## config.mk

```make
export PLATFORM = sky130hd
export DESIGN_NAME = dacc_cpu
export DESIGN_NICKNAME = d
export VERILOG_FILES = /design/src/rtl/dacc_pkg.sv /design/src/rtl/dacc_alu.sv /design/src/rtl/dacc_split.sv /design/src/rtl/dacc_cpu.sv
export SDC_FILE = /design/constraint.sdc
export NUM_CORES = 1
export LEC_CHECK = 0
export BUFFER_PORTS_ARGS = -buffer_cell sky130_fd_sc_hd__buf_2
export CORE_MARGIN = 4
export CORE_UTILIZATION = 55
export CTS_CLUSTER_DIAMETER = 50
export DETAILED_ROUTE_END_ITERATION = 10
export PLACE_DENSITY = 0.77
export SLEW_MARGIN = 20
export SYNTH_ARGS = -nofsm -noshare
export SYNTH_HDL_FRONTEND = slang
export SYNTH_SLANG_ARGS = --single-unit
```

## constraint.sdc

```tcl
create_clock -name clk -period 5.8 [get_ports clk]
set_clock_uncertainty 0.05 [all_clocks]
set_input_delay 1.16 -clock clk [delete_from_list [all_inputs] [get_ports clk]]
set_output_delay 1.16 -clock clk [all_outputs]
set_load 0.03 [all_outputs]
```

## src/rtl/dacc_pkg.sv

```systemverilog
package dacc_pkg;

    // Operation digits (hundreds digit of an instruction word)
    localparam logic [3:0] OP_HLT = 4'd0;
    localparam logic [3:0] OP_ADD = 4'd1;
    localparam logic [3:0] OP_SUB = 4'd2;
    localparam logic [3:0] OP_STA = 4'd3;
    localparam logic [3:0] OP_LDA = 4'd5;
    localparam logic [3:0] OP_BRA = 4'd6;
    localparam logic [3:0] OP_BRZ = 4'd7;
    localparam logic [3:0] OP_BRP = 4'd8;
    localparam logic [3:0] OP_IO  = 4'd9;

    // Address-field selectors for the I/O opcode
    localparam int unsigned IO_IN_SEL  = 1;
    localparam int unsigned IO_OUT_SEL = 2;

    typedef enum logic [2:0] {
        ST_FADR = 3'd0,  // PC -> MAR
        ST_FRD  = 3'd1,  // mem -> MDR
        ST_DEC  = 3'd2,  // MDR -> IR
        ST_EXE  = 3'd3,  // dispatch on IR
        ST_ORD  = 3'd4,  // operand mem -> MDR
        ST_ALU  = 3'd5,  // accumulator update
        ST_STW  = 3'd6,  // MDR -> mem
        ST_HALT = 3'd7
    } step_e;

    typedef enum logic [1:0] {
        ALU_ADD  = 2'd0,
        ALU_SUB  = 2'd1,
        ALU_PASS = 2'd2
    } alu_op_e;

endpackage

```

## src/rtl/dacc_alu.sv

```systemverilog
module dacc_alu
    import dacc_pkg::*;
#(
    parameter int unsigned WORD_W  = 10,
    parameter int unsigned MODULUS = 1000
) (
    input  alu_op_e           op,
    input  logic [WORD_W-1:0] acc,
    input  logic [WORD_W-1:0] opnd,
    output logic [WORD_W-1:0] res,
    output logic              borrow
);
    localparam logic [WORD_W:0] MOD_X = (WORD_W + 1)'(MODULUS);

    logic [WORD_W:0] sum_x;
    logic [WORD_W:0] dif_x;

    always_comb begin
        sum_x  = {1'b0, acc} + {1'b0, opnd};
        dif_x  = {1'b0, acc} + MOD_X - {1'b0, opnd};
        res    = opnd;
        borrow = 1'b0;
        case (op)
            ALU_ADD: begin
                res = (sum_x >= MOD_X) ? WORD_W'(sum_x - MOD_X) : WORD_W'(sum_x);
            end
            ALU_SUB: begin
                borrow = (opnd > acc);
                res    = (dif_x >= MOD_X) ? WORD_W'(dif_x - MOD_X) : WORD_W'(dif_x);
            end
            default: res = opnd;
        endcase
    end

endmodule

```

## src/rtl/dacc_split.sv

```systemverilog
module dacc_split #(
    parameter int unsigned WORD_W = 10,
    parameter int unsigned ADDR_W = 7,
    parameter int unsigned WORDS  = 100
) (
    input  logic [WORD_W-1:0] word,
    output logic [3:0]        op,
    output logic [ADDR_W-1:0] fld
);
    localparam logic [WORD_W-1:0] BASE = WORD_W'(WORDS);

    always_comb begin
        op  = 4'(word / BASE);
        fld = ADDR_W'(word % BASE);
    end

endmodule

```

## src/rtl/dacc_cpu.sv

```systemverilog
module dacc_cpu
    import dacc_pkg::*;
#(
    parameter int unsigned WORDS   = 100,
    parameter int unsigned ADDR_W  = 7,
    parameter int unsigned WORD_W  = 10,
    parameter int unsigned MODULUS = 1000
) (
    input  logic              clk,
    input  logic              rst,
    output logic [ADDR_W-1:0] mem_addr,
    input  logic [WORD_W-1:0] mem_rdata,
    output logic [WORD_W-1:0] mem_wdata,
    output logic              mem_we,
    input  logic              in_valid,
    output logic              in_ready,
    input  logic [WORD_W-1:0] in_data,
    output logic              out_valid,
    output logic [WORD_W-1:0] out_data,
    output logic              halted
);
    localparam logic [ADDR_W-1:0] LAST_PC = ADDR_W'(WORDS - 1);
    localparam logic [ADDR_W-1:0] SEL_IN  = ADDR_W'(IO_IN_SEL);
    localparam logic [ADDR_W-1:0] SEL_OUT = ADDR_W'(IO_OUT_SEL);

    typedef struct packed {
        step_e             step;
        logic [ADDR_W-1:0] pc;
        logic [ADDR_W-1:0] mar;
        logic [WORD_W-1:0] mdr;
        logic [WORD_W-1:0] ir;
        logic [WORD_W-1:0] acc;
        logic              neg;
        logic [WORD_W-1:0] outr;
        logic              outv;
    } core_t;

    core_t core_d, core_q;

    logic [3:0]        ir_op;
    logic [ADDR_W-1:0] ir_fld;
    alu_op_e           alu_sel;
    logic [WORD_W-1:0] alu_res;
    logic              alu_borrow;
    logic [ADDR_W-1:0] pc_inc;
    logic              ready_c;
    logic              we_c;

    dacc_split #(
        .WORD_W(WORD_W),
        .ADDR_W(ADDR_W),
        .WORDS (WORDS)
    ) u_split (
        .word(core_q.ir),
        .op  (ir_op),
        .fld (ir_fld)
    );

    always_comb begin
        case (ir_op)
            OP_ADD:  alu_sel = ALU_ADD;
            OP_SUB:  alu_sel = ALU_SUB;
            default: alu_sel = ALU_PASS;
        endcase
    end

    dacc_alu #(
        .WORD_W (WORD_W),
        .MODULUS(MODULUS)
    ) u_alu (
        .op    (alu_sel),
        .acc   (core_q.acc),
        .opnd  (core_q.mdr),
        .res   (alu_res),
        .borrow(alu_borrow)
    );

    assign pc_inc = (core_q.pc == LAST_PC) ? '0 : core_q.pc + 1'b1;

    always_comb begin
        core_d      = core_q;
        core_d.outv = 1'b0;
        ready_c     = 1'b0;
        we_c        = 1'b0;
        case (core_q.step)
            ST_FADR: begin
                core_d.mar  = core_q.pc;
                core_d.step = ST_FRD;
            end
            ST_FRD: begin
                core_d.mdr  = mem_rdata;
                core_d.step = ST_DEC;
            end
            ST_DEC: begin
                core_d.ir   = core_q.mdr;
                core_d.step = ST_EXE;
            end
            ST_EXE: begin
                core_d.step = ST_FADR;
                case (ir_op)
                    OP_ADD, OP_SUB, OP_LDA: begin
                        core_d.mar  = ir_fld;
                        core_d.step = ST_ORD;
                    end
                    OP_STA: begin
                        core_d.mar  = ir_fld;
                        core_d.mdr  = core_q.acc;
                        core_d.step = ST_STW;
                    end
                    OP_BRA: core_d.pc = ir_fld;
                    OP_BRZ: core_d.pc = (core_q.acc == '0) ? ir_fld : pc_inc;
                    OP_BRP: core_d.pc = core_q.neg ? pc_inc : ir_fld;
                    OP_IO: begin
                        if (ir_fld == SEL_IN) begin
                            ready_c = 1'b1;
                            if (in_valid) begin
                                core_d.acc = in_data;
                                core_d.neg = 1'b0;
                                core_d.pc  = pc_inc;
                            end else begin
                                core_d.step = ST_EXE;
                            end
                        end else if (ir_fld == SEL_OUT) begin
                            core_d.outr = core_q.acc;
                            core_d.outv = 1'b1;
                            core_d.pc   = pc_inc;
                        end else begin
                            core_d.step = ST_HALT;
                        end
                    end
                    default: core_d.step = ST_HALT;
                endcase
            end
            ST_ORD: begin
                core_d.mdr  = mem_rdata;
                core_d.step = ST_ALU;
            end
            ST_ALU: begin
                core_d.acc = alu_res;
                if (ir_op == OP_SUB) begin
                    if (alu_borrow) core_d.neg = 1'b1;
                end else begin
                    core_d.neg = 1'b0;
                end
                core_d.pc   = pc_inc;
                core_d.step = ST_FADR;
            end
            ST_STW: begin
                we_c        = 1'b1;
                core_d.pc   = pc_inc;
                core_d.step = ST_FADR;
            end
            default: core_d.step = ST_HALT;
        endcase
    end

    always_ff @(posedge clk) begin
        if (rst) begin
            core_q <= '0;
        end else begin
            core_q <= core_d;
        end
    end

    assign mem_addr  = core_q.mar;
    assign mem_wdata = core_q.mdr;
    assign mem_we    = we_c;
    assign in_ready  = ready_c;
    assign out_valid = core_q.outv;
    assign out_data  = core_q.outr;
    assign halted    = (core_q.step == ST_HALT);

endmodule

```

==> results.rst, run 1 <==
.. list-table::
   :header-rows: 1

   * - Metric
     - Value
   * - Vias per Instance
     - 6.45
   * - Ranking of synthesized cells by area
     - sky130_fd_sc_hd__dfxtp_1, sky130_fd_sc_hd__ha_1, sky130_fd_sc_hd__mux2i_1
   * - Worst hold path class
     - flip-flop to flip-flop
   * - Worst endpoint data arrival time
     - 4.25 ns
   * - Level count of the clock H-tree
     - 3
   * - Inst Count DP
     - 948
   * - Cell Rows
     - 38
   * - Global-route usage over all layers
     - 0.282
   * - Number of hold violations in the final report
     - 0
   * - Cell area power density
     - 258 mW/mm^2
   * - Highest fanout seen on the critical path
     - 16
   * - First-iteration detailed-routing DRC count
     - 684
   * - Crit path setup slack, layout
     - 0.343 ns
   * - Hpwl dp
     - 13,900 um
   * - Final wirelength
     - 18,100 um
   * - First-pass GRT wire length
     - 29,600 um
   * - Run status
     - finished clean
   * - Die height
     - 113 um
   * - Fraction of final layout cells sized beyond drive strength 1
     - 0.118
   * - Proportion of synthesized chip area in sequential cells
     - 0.194
   * - Library cell occupying the most area in the post-synthesis netlist
     - sky130_fd_sc_hd__dfxtp_1
   * - Layout fillers
     - 998
   * - YS warnings
     - 0
   * - Highest Clock Rate
     - 0.183 GHz
   * - Via total after detailed routing
     - 6,215
   * - Clk Tree Root Cell
     - sky130_fd_sc_hd__clkbuf_8
   * - TritonCTS clock tree
     - yes
   * - RePlAce Congestion
     - 0.949
   * - Count of nets after finishing
     - 886
   * - Count of nets left with antenna violations after detail routing
     - 0
   * - Number of library cell types mapped by synthesis
     - 81
   * - Final cycle utilization of the critical path
     - 0.941
   * - Fin Hold WS
     - 0.398 ns
   * - PortBufs
     - 53
   * - Post-Synthesis Cells
     - 817
   * - Non-filler cells in the finished layout
     - 964
   * - Multi-input gate area
     - 0.00437 sq mm
   * - EDFF count, synth
     - 0
   * - Avg Inst Size Synth
     - 7.46 sq um
   * - Tot Pwr
     - 1.65 mW
   * - Post-synthesis register bit count
     - 59
   * - Post-route cell area
     - 0.00641 sq mm
   * - Setup total negative slack
     - 0 ns
   * - Sum of overflow across all layers after global routing
     - 0
   * - IO Pins
     - 54
   * - Share of Yosys cell area claimed by the top area cell type
     - 0.194
   * - Hold_buf cts
     - 0
   * - Most frequent standard cell in the layout excluding fill and tap cells
     - sky130_fd_sc_hd__nor2_1
   * - Number of clock buffers inserted by TritonCTS
     - 9
   * - Wire length per cell after detailed routing
     - 18.8 um
   * - Final Slew Violations
     - 0
   * - Count of final setup violators
     - 0
   * - Total clock sinks
     - 59
   * - Storage element area
     - 0.00118 sq mm
   * - Floorplan core area
     - 0.0108 sq mm
   * - Nature of the critical path endpoint
     - output port
   * - Placed cell areas
     - 0.00621 sq mm
   * - Starting utilization of the core area
     - 0.562
   * - Number of diodes added for antenna fixing
     - 0
   * - Area growth from synthesis to layout
     - 5.15%
   * - Number of search-and-repair iterations in the first detailed-routing pass
     - 5
   * - Full die area
     - 0.0128 sq mm
   * - Critical Path Source Type
     - flip-flop
   * - Worst rel slew slack
     - 0.269
   * - Number of buffers on the longest clock path
     - 2
   * - Via count of the first global-routing pass
     - 5,847
   * - Maximum ir drop on the vdd rail
     - 0.198 mV
   * - Critical path start-end classification
     - flip-flop to output port
   * - Post-synth top flop
     - sky130_fd_sc_hd__dfxtp_1
   * - Pin count of the biggest net entering global routing
     - 61
   * - Nets in the synthesized netlist
     - 884
   * - Standby leakage power
     - 2.69 nW
   * - Share of synthesized flip-flops with an asynchronous set or reset
     - 0
   * - Min Tclk post-route
     - 5.46 ns
   * - Clock network latency to the later pin of the worst-skew pair
     - 0.34 ns
   * - Setup repair after global routing missed its margin
     - no
   * - Worst setup timing slack at the placement stage
     - 0.736 ns
   * - Die W
     - 113 um
   * - # Post-CTS Setup Buffers
     - 0
   * - Drc violations
     - 0
   * - Register clock-pin slew on the reported worst setup and hold paths
     - 0.07 ns
   * - Synthesized area
     - 0.00610 sq mm
   * - Antenna violations before repair
     - 0
   * - Gates resized, CTS repair
     - 0
   * - Number of max-cap violations
     - 0
   * - Highest-count cells in the layout ignoring fill and taps
     - sky130_fd_sc_hd__nor2_1, sky130_fd_sc_hd__dfxtp_1, sky130_fd_sc_hd__nand2_1
   * - Required time of the critical path
     - 4.59 ns
   * - Final core utilization
     - 0.591
   * - Worst Max-Slew Pin Slew
     - 1.10 ns
cell families (layout without fill, tap and decap cells):
group,Yosys count,after routing,synth area share
adders and majority gates,44,44,0.0952
buffers and inverters,117,124,0.0917
and+or+nand+nor,290,290,0.238
DFF,59,59,0.194
muxes,41,41,0.0673
AOI/OAI and AO/OA,240,240,0.277
xor gates and xnor gates,26,26,0.0374
state kept, by name, summed over array words and instances, names as in the netlist:
name       count
core_q        31
out_valid      1
out_data      10
mem_wdata     10
mem_addr       7
critical path: stages (launching register included):
cell and delay [ns]:
sky130_fd_sc_hd__dfxtp_1 0.62, sky130_fd_sc_hd__nor2_2 0.15, sky130_fd_sc_hd__or4b_4 0.57, sky130_fd_sc_hd__a32o_2 0.33
sky130_fd_sc_hd__o21ai_4 0.29, sky130_fd_sc_hd__o211ai_1 0.15, sky130_fd_sc_hd__xor2_1 0.43, sky130_fd_sc_hd__nor4_1 0.12
sky130_fd_sc_hd__or4b_1 0.69, sky130_fd_sc_hd__nor3_1 0.31, sky130_fd_sc_hd__buf_2 0.25
cell usage after synthesis (7+ instances only):
cell / n
sky130_fd_sc_hd__inv_1: 47
sky130_fd_sc_hd__nand3_1: 31
sky130_fd_sc_hd__nor3_1: 14
sky130_fd_sc_hd__a21o_1: 8
sky130_fd_sc_hd__o211ai_1: 11
sky130_fd_sc_hd__mux2i_1: 41
sky130_fd_sc_hd__a221oi_1: 8
sky130_fd_sc_hd__nand4_1: 10
sky130_fd_sc_hd__a211o_1: 7
sky130_fd_sc_hd__buf_4: 27
sky130_fd_sc_hd__a21oi_1: 52
sky130_fd_sc_hd__nand2_1: 54
sky130_fd_sc_hd__a31oi_1: 11
sky130_fd_sc_hd__o21ai_0: 35
sky130_fd_sc_hd__clkbuf_1: 27
sky130_fd_sc_hd__buf_2: 9
sky130_fd_sc_hd__a211oi_1: 23
sky130_fd_sc_hd__xor2_1: 8
sky130_fd_sc_hd__ha_1: 40
sky130_fd_sc_hd__dfxtp_1: 59
sky130_fd_sc_hd__nor2_1: 92
sky130_fd_sc_hd__xnor2_1: 18
sky130_fd_sc_hd__nor3b_1: 10
sky130_fd_sc_hd__nand2b_1: 13
sky130_fd_sc_hd__and3_1: 13
sky130_fd_sc_hd__nor2b_1: 7
sky130_fd_sc_hd__and2_1: 8
sky130_fd_sc_hd__nor4_1: 9
layer usage:
metal  GRT usage  routed length, um  vias to the layer above
met2       0.481               8690                      262
met5           0                  0                        -
li1            -                  -                     2966
met4      0.0978                692                        0
met1       0.363               7560                     2934
met3      0.0401               1180                       53
worst paths after layout:
path / from / end / slack [ns] / cells after the start
setup / recovery: core_q[27] / in_ready / 0.34 / 10
hold / removal: mem_addr[4] / mem_addr[4] / 0.40 / 2
setup reg to reg: core_q[27] / core_q[13] / 1.26 / 11
hold reg to reg: mem_addr[4] / mem_addr[4] / 0.40 / 2
where the power goes:
group | internal (mW) | switching [mW]
Sequential | 0.427 | 0.0618
Combinational | 0.308 | 0.480
Clock | 0.197 | 0.180
Total | 0.931 | 0.721
area by class of cell:
class	count	share of cell area
clock buffers	9	0.0193
clock inverters	7	0.0107
inverters	49	0.0287
multi-input cells	641	0.681
flip-flops and latches	59	0.184
well taps	140	0.0273
repair buffers	59	0.0484
(Power assumes the default switching activity.)
==> inputs of run 2 (changes only) <==
--- a/config.mk
+++ b/config.mk
@@ -5,6 +5,7 @@
 export SDC_FILE = /design/constraint.sdc
 export NUM_CORES = 1
 export LEC_CHECK = 0
+export ABC_AREA = 1
 export BUFFER_PORTS_ARGS = -buffer_cell sky130_fd_sc_hd__buf_2
 export CORE_MARGIN = 4
 export CORE_UTILIZATION = 55
==> run 2 against run 1 <==
Compared with the run above:
- fmax is 24% higher
- utilization up 0.75 points
- total power up 130%
- design area shrank 3.1%
- synthesized area fell by 3.6%
- cell count rose by 13%
- wire length down 15%
- die area down 3.3%
- flip-flop and latch count is the same
- global-route usage down 3.2 points
- setup slack better by 1.1 ns
==> results.rst, run 2 <==
.. list-table::
   :header-rows: 1

   * - Metric
     - Value
   * - Run status
     - finished clean
   * - Fin Hold WS
     - 0.394 ns
   * - WHS Path Cells
     - 2
   * - Count of final setup violators
     - 0
   * - First-iteration detailed-routing DRC count
     - 497
   * - Fraction of the mapped netlist area in adder cells
     - 0.0988
   * - Dominant combinational cell family by area after synthesis
     - simple AND/OR/NAND/NOR gates
   * - Multiplexer share of the synthesized area
     - 0
   * - IO Pins
     - 54
   * - EDFF count, synth
     - 0
   * - Library cell occupying the most area in the post-synthesis netlist
     - sky130_fd_sc_hd__dfxtp_1
   * - Gates resized, CTS repair
     - 0
   * - Clock network latency to the later pin of the worst-skew pair
     - 0.34 ns
   * - Critical Path Source Type
     - flip-flop
   * - Post-synthesis register bit count
     - 59
   * - Fraction of final layout cells sized beyond drive strength 1
     - 0.147
   * - Highest fanout seen on the critical path
     - 11
   * - Synth Area in Simple Gates
     - 0.360
   * - Ranking of synthesized cells by area
     - sky130_fd_sc_hd__dfxtp_1, sky130_fd_sc_hd__nand2_1, sky130_fd_sc_hd__ha_1
   * - Clk Tree Root Cell
     - sky130_fd_sc_hd__clkbuf_8
   * - Via count of the first global-routing pass
     - 5,656
   * - Hold_buf cts
     - 0
   * - Pin count of the biggest net entering global routing
     - 45
   * - # Post-CTS Setup Buffers
     - 0
   * - Register clock-pin slew on the reported worst setup and hold paths
     - 0.07 ns
   * - Wire length per cell after detailed routing
     - 14.0 um
   * - Cell occurring most often along the worst timing path
     - sky130_fd_sc_hd__nand2_2
   * - Number of buffers on the longest clock path
     - 2
   * - Proportion of synthesized chip area in sequential cells
     - 0.201
   * - Cell Rows
     - 37
   * - YS warnings
     - 0
   * - Final core utilization
     - 0.599
   * - Max stage delay on crit path
     - 0.38 ns
   * - RePlAce Congestion
     - 0.960
   * - Worst rel slew slack
     - 0.463
   * - Register-to-Register Path Depth
     - 25
   * - Full die area
     - 0.0124 sq mm
   * - Final cycle utilization of the critical path
     - 0.757
   * - Critical path start-end classification
     - flip-flop to output port
   * - Worst hold path class
     - flip-flop to flip-flop
   * - Final Slew Violations
     - 0
   * - Level count of the clock H-tree
     - 3
   * - Floorplan core area
     - 0.0104 sq mm
   * - Post-synth top flop
     - sky130_fd_sc_hd__dfxtp_1
   * - PortBufs
     - 53
   * - Most frequently used cell type in the post-synthesis netlist
     - sky130_fd_sc_hd__nand2_1
   * - Die W
     - 111 um
   * - Worst Max-Slew Pin Slew
     - 0.804 ns
   * - Highest-count cells in the layout ignoring fill and taps
     - sky130_fd_sc_hd__nand2_1, sky130_fd_sc_hd__inv_1, sky130_fd_sc_hd__nor2_1
   * - Post-Synthesis Cells
     - 937
   * - Fraction of synthesized cell area in xor and xnor cells
     - 0.0209
   * - Drc violations
     - 0
   * - Share of synthesized flip-flops with an asynchronous set or reset
     - 0
   * - Via total after detailed routing
     - 5,925
   * - Count of nets after finishing
     - 1,019
   * - Global-route usage over all layers
     - 0.249
   * - Total clock sinks
     - 59
   * - Non-filler cells in the finished layout
     - 1,093
   * - Cell area power density
     - 606 mW/mm^2
   * - Tot Pwr
     - 3.76 mW
   * - Number of diodes added for antenna fixing
     - 0
   * - Layout fillers
     - 1,038
   * - Starting utilization of the core area
     - 0.567
   * - Number of library cell types mapped by synthesis
     - 45
   * - Final wirelength
     - 15,300 um
   * - Hpwl dp
     - 12,000 um
   * - Highest Clock Rate
     - 0.228 GHz
   * - Sum of overflow across all layers after global routing
     - 0
   * - Min Tclk post-route
     - 4.39 ns
   * - Cells along the critical path
     - inv_1, o21ai_4, nand2_1, inv_1, nor2_1, o21ai_0, o21ai_0, nand2_1, nand2_1, nand2_2, nand2_2, inv_2, nand3_4, nand2_2, nand2_1, nand2_2, nand2_1, nor2_4, nand2_2, inv_2, nand2_2, inv_1, buf_2
   * - Synthesized area
     - 0.00588 sq mm
   * - Antenna violations before repair
     - 0
   * - Number of max-cap violations
     - 0
   * - Share of Yosys cell area claimed by the top area cell type
     - 0.201
   * - Maximum ir drop on the vdd rail
     - 0.397 mV
   * - Number of clock buffers inserted by TritonCTS
     - 9
   * - Setup repair after global routing missed its margin
     - no
   * - Register with the highest flop count
     - core_q
   * - Avg Inst Size Synth
     - 6.27 sq um
   * - Nets in the synthesized netlist
     - 1,004
   * - Standby leakage power
     - 3.11 nW
   * - First-pass GRT wire length
     - 26,200 um
   * - Die height
     - 111 um
   * - Number of hold violations in the final report
     - 0
   * - Number of flip-flops in the largest register
     - 31
   * - TritonCTS clock tree
     - yes
   * - Compound-Gate Fraction of Synth Area
     - 0.172
   * - Slowest cell on the critical path
     - sky130_fd_sc_hd__dfxtp_1
   * - Area growth from synthesis to layout
     - 5.64%
   * - Number of search-and-repair iterations in the first detailed-routing pass
     - 7
   * - Most frequent standard cell in the layout excluding fill and tap cells
     - sky130_fd_sc_hd__nand2_1
   * - Top cells by instance count after synthesis
     - sky130_fd_sc_hd__nand2_1, sky130_fd_sc_hd__inv_1, sky130_fd_sc_hd__nor2_1
   * - Setup total negative slack
     - 0 ns
   * - Inst Count DP
     - 1,077
   * - Required time of the critical path
     - 4.59 ns
   * - Vias per Instance
     - 5.42
   * - Count of nets left with antenna violations after detail routing
     - 0
   * - Worst endpoint data arrival time
     - 3.18 ns
   * - Nature of the critical path endpoint
     - output port
-- run 2: cell count changes after synthesis, sizes merged, moves of 13 or more --
cell,before,now
xnor2,18,3
o21ai,39,76
mux2i,41,0
a211oi,23,0
a31oi,11,24
nand2b,13,0
and3,13,0
inv,48,143
nand3,31,62
nand2,54,244
-- run 2: stage by stage --
stage / worst slack (ns) / area (sq um)
final: 1.41 / 6210
after global routing: 1.09 / 6210
after CTS: 1.39 / 6210
after detailed placement: 1.76 / 6010
after global placement: 1.81 / 6010
after floorplan: 2.24 / 5880
-- run 2: final cells by class --
cell class,instances,area [sq um],area share
flip-flops and latches,59,1180,0.190
clock inverters,7,76.3,0.0123
clock buffers,9,124,0.0199
multi-input cells,682,3830,0.617
repair buffers,55,280,0.0451
well taps,136,170,0.0274
inverters,145,546,0.0878
-- run 2: final timing paths --
check | to | slack (ns) | startpoint
worst max register to register | core_q[16] | 1.87 | mem_wdata[1]
worst min register to register | out_data[4] | 0.39 | out_data[4]
worst min-delay path | out_data[4] | 0.39 | out_data[4]
worst max-delay path | in_ready | 1.41 | core_q[31]
-- run 2: logic make-up after synthesis --
group	after synthesis
and+or+nand+nor	444
buffers and inverters	196
AOI/OAI and AO/OA	180
DFF	59
adders and majority gates	44
xor gates and xnor gates	14
-- run 2: per-layer routing --
layer  routed length (um)  share of wire  global-route usage  vias to the layer above
met5                    0              0                   0                        -
met4                  521          0.034              0.0981                        0
met3                  877          0.057              0.0375                       41
met2                 7270           0.47               0.427                      189
met1                 6650           0.43               0.316                     2657
li1                     -              -                   -                     3038
-- run 2: power by group --
part,switching [mW],leakage [nW],internal [mW]
Sequential,0.176,0.481,0.518
Combinational,1.80,2.53,0.885
Clock,0.186,0.0962,0.201
-- run 2: critical path: cells and delay by family (launching register included) --
family          cells  cell delay, ns
simple gates       14            1.36
buf+inv             6            0.67
compound gates      3            0.46
flops               1            0.38
